===== config.mk =====
export PLATFORM = sky130hd
export DESIGN_NAME = bcd_minute_prescaler
export DESIGN_NICKNAME = d
export VERILOG_FILES = /design/src/rtl/bcd_minute_prescaler.sv
export SDC_FILE = /design/constraint.sdc
export NUM_CORES = 1
export LEC_CHECK = 0
export BUFFER_PORTS_ARGS = -buffer_cell sky130_fd_sc_hd__buf_2
export CAP_MARGIN = 5
export CORE_MARGIN = 2
export CORE_UTILIZATION = 40
export CTS_CLUSTER_SIZE = 24
export DETAILED_ROUTE_END_ITERATION = 12
export HOLD_SLACK_MARGIN = 0.05
export PLACE_DENSITY = 0.79
export SYNTH_ARGS = -nofsm -noshare
export SYNTH_HDL_FRONTEND = slang
export SYNTH_SLANG_ARGS = --single-unit

===== constraint.sdc =====
create_clock -name clk -period 1.59 [get_ports clk]
set_input_delay 0.0795 -clock clk [delete_from_list [all_inputs] [get_ports clk]]
set_output_delay 0.0795 -clock clk [all_outputs]
set_load 0.005 [all_outputs]

===== src/rtl/bcd_minute_prescaler.sv =====
module bcd_minute_prescaler #(
  parameter int SYNC_STAGES = 2
) (
  input  logic       clk,
  input  logic       rst_n,
  input  logic       tick,
  input  logic [7:0] preset,
  input  logic       sync_load_n,
  input  logic       async_load,
  output logic       zero_n,
  output logic [7:0] count
);
  localparam int DW = 4;

  logic [SYNC_STAGES-1:0] sync_q;
  logic                   ld_s;
  logic [DW-1:0]          tens_q, units_q;
  logic [DW-1:0]          tens_nx, units_nx;
  logic                   borrow;

  always_ff @(posedge clk) begin
    if (!rst_n) sync_q <= '0;
    else        sync_q <= {sync_q[SYNC_STAGES-2:0], async_load};
  end

  assign ld_s     = sync_q[SYNC_STAGES-1];
  assign borrow   = (units_q == '0);
  assign units_nx = borrow ? DW'(9) : units_q - DW'(1);
  assign tens_nx  = !borrow ? tens_q :
                    (tens_q == '0) ? DW'(9) : tens_q - DW'(1);

  always_ff @(posedge clk) begin
    if (!rst_n || ld_s || (tick && !sync_load_n)) begin
      tens_q  <= preset[2*DW-1:DW];
      units_q <= preset[DW-1:0];
    end else if (tick) begin
      tens_q  <= tens_nx;
      units_q <= units_nx;
    end
  end

  assign count  = {tens_q, units_q};
  assign zero_n = |count;
endmodule



==> flow_summary.json <==
{
  "status": "complete, but fails checks",
  "violations": "negative setup slack",
  "grt_max_degree": 10,
  "gp_congestion": 0.6428,
  "timing.fmax_mhz": 556.4,
  "layout_commonest_cell": "buf_2",
  "netlist.area_leader.share_pct": 44.96,
  "syn_nets": 59,
  "io_pins": 22,
  "slew_viol_final": 0,
  "yosysTopAreaCell": "edfxtp_1",
  "drive_above_1_share_pct": 51.22,
  "crit_type": "reg -> out",
  "drt_iter0_drc": 4,
  "grt_setup_unrepaired": "true",
  "placeableCoreArea_um2": 1269,
  "track_usage_pct": 17.73,
  "ant_nets": 0,
  "p_comb_share_pct": 27.0,
  "p_int_uw": 520.0,
  "antenna_found_initial": 0,
  "cts_tree": "done",
  "path_max_fanout": 2,
  "fin_cells": 97,
  "critical_path_required_ps": 1510,
  "cp-start-kind": "register",
  "yosysWarnings": 0,
  "vias_per_cell": 4.866,
  "port-buffer-count": 21,
  "period_needed_ps": 1797,
  "critPathSlowestCell": "or4_4",
  "finalSetupTns_ps": -207.4,
  "clk_latency_ps": 260,
  "dp_slack_ps": 37.09,
  "most-common-layout-cells": "21 x buf_2, 8 x buf_4, 8 x edfxtp_1",
  "synth_area_leaders": "edfxtp_1 45%, mux2_2 11%, dfxtp_1 7.5%",
  "wl_mm": 1.099,
  "tightest_slew_ps": 244.1,
  "crit_arrival_ps": 1720,
  "die_w_um": 40.55,
  "vdd_drop_max_uv": 549.0,
  "switching_share_pct": 26.50,
  "grt_pass1_wl_mm": 1.718,
  "grt_pass1_vias": 386,
  "syn_to_final_growth_pct": 47.07,
  "fin_util_pct": 61.93,
  "syn_avg_cell_area_um2": 11.61,
  "hpwlAfterDp_um": 835.6,
  "synth_seq_area_share_pct": 52.46,
  "wire_per_inst_um": 11.33,
  "seq_power_share_pct": 48.2,
  "cts.clk_slew.worst_paths_ps": 60,
  "synthCells": 46,
  "fin_crit_sh_pct": 113.0,
  "drc": 0,
  "hold_viol": 0,
  "n_antenna_cell": 0,
  "critPathTopFamily": "simple AND/OR/NAND/NOR gates",
  "nets": 96,
  "leakage_uw": 0.0003643,
  "synth_area_um2": 534.3,
  "hold_class": "in -> reg",
  "fill_cells": 116,
  "ys_types": 22,
  "max_stage_delay_ps": 540,
  "cp.buffers_inverters": 1,
  "cts_root_buf": "clkbuf_4",
  "crit_chain": "or4_4 > or4_1 > buf_2",
  "setup_viol": 1,
  "endpoint_kind": "primary output",
  "drt_first_pass_iters": 4,
  "power_density_nw_per_um2": 900.4,
  "cts_buffers": 3,
  "pwr-share-clk_pct": 24.8,
  "rows": 13,
  "start_util_pct": 42.11,
  "dieArea_um2": 1644,
  "cts_buffer_depth": 2,
  "slew-limit-headroom_pct": 83.50,
  "p_switching_uw": 187.5,
  "layout_setup_ws_ps": -207.4,
  "ys_seq_elements": 10,
  "cts.htree.levels": 1,
  "clkSinkCount": 10,
  "dp.cells": 89,
  "vias": 472,
  "clock_skew_ps": 1.065,
  "maxCapViolCount": 0,
  "die_h_um": 40.55,
  "p_total_uw": 707.5,
  "grt_overflow": 0
}
## worst register-to-register path: stages (launching register included)
cell and delay, ps:
edfxtp_1 380, or4_4 540, buf_4 160, a21boi_4 170
## area by class of cell
| class | instances | area (um2) | share of cell area [%] |
|---|---|---|---|
| tap | 15 | 18.77 | 2.389 |
| inverter | 4 | 15.01 | 1.911 |
| clock buffer | 3 | 22.52 | 2.866 |
| sequential | 10 | 280.3 | 35.67 |
| clock inverter | 1 | 3.754 | 0.4777 |
| timing repair buffer | 32 | 195.2 | 24.84 |
| multi-input combinational | 32 | 250.2 | 31.85 |
## sequential cells by signal (all words and copies together), names as in the netlist
name / flops
sync_q: 2
tens_q: 4
units_q: 4
## path summary, 6_finish.rpt
check	from	endpoint	slack, ps	cells past startpoint
worst max-delay path	units_q[2]	zero_n	-210	3
worst min-delay path	preset[5]	tens_q[1]	110	2
worst max register to register	units_q[2]	tens_q[1]	40	3
worst min register to register	sync_q[0]	sync_q[1]	450	1
## cells by family after synthesis
logic type / synth area share (%)
AND/OR/NAND/NOR: 17.33
flip-flops: 52.46
AO/OA/AOI/OAI: 9.602
multiplexers: 16.16
buffers and inverters: 2.809
XOR/XNOR: 1.640
## timing repair
item / CTS / global route
setup endpoints to repair: 1 / 5
hold endpoints to repair: 2 / 0
resized for setup: 1 / 0
pin swaps: 1 / 1
hold buffers: 3 / 0
buffers inserted: 1 / 0
## power by group through the flow
stage | clock network, uW | logic, uW | registers (uW)
final | 176 | 191 | 341
after global routing | 197 | 217 | 344
after CTS | 189 | 193 | 341
after detailed placement | 0 | 181 | 347
after global placement | 0 | 175 | 343
after floorplan | 0 | 75.2 | 360
## per-layer routing
| metal | vias up | routed length (um) | GRT usage (%) |
|---|---|---|---|
| met5 | - | 0 | 0 |
| met4 | 0 | 34 | 15.00 |
| met3 | 5 | 44 | 5.000 |
| met2 | 12 | 535 | 25.79 |
| met1 | 215 | 484 | 21.25 |
| li1 | 240 | - | - |
## Yosys cell counts, drive strengths merged
| master | count |
|---|---|
| nand2 | 4 |
| o31ai | 1 |
| xor2 | 1 |
| o21bai | 1 |
| a21oi | 2 |
| nor2 | 1 |
| a21boi | 1 |
| o21ai | 3 |
| nor3 | 1 |
| dfxtp | 2 |
| or4 | 2 |
| or4b | 1 |
| and2 | 2 |
| nor4b | 1 |
| nand2b | 1 |
| mux2 | 5 |
| mux2i | 3 |
| inv | 4 |
| or2 | 2 |
| edfxtp | 8 |
## metrics by stage
stage                     hold WS, ps  area (um2)
after floorplan                 201.2       538.0
after global placement          288.7       714.4
after detailed placement        293.4       714.4
after CTS                       97.04       785.8
after global routing            104.7       785.8
final                           114.5       785.8
Note: power is estimated with default switching activity, not from simulation.
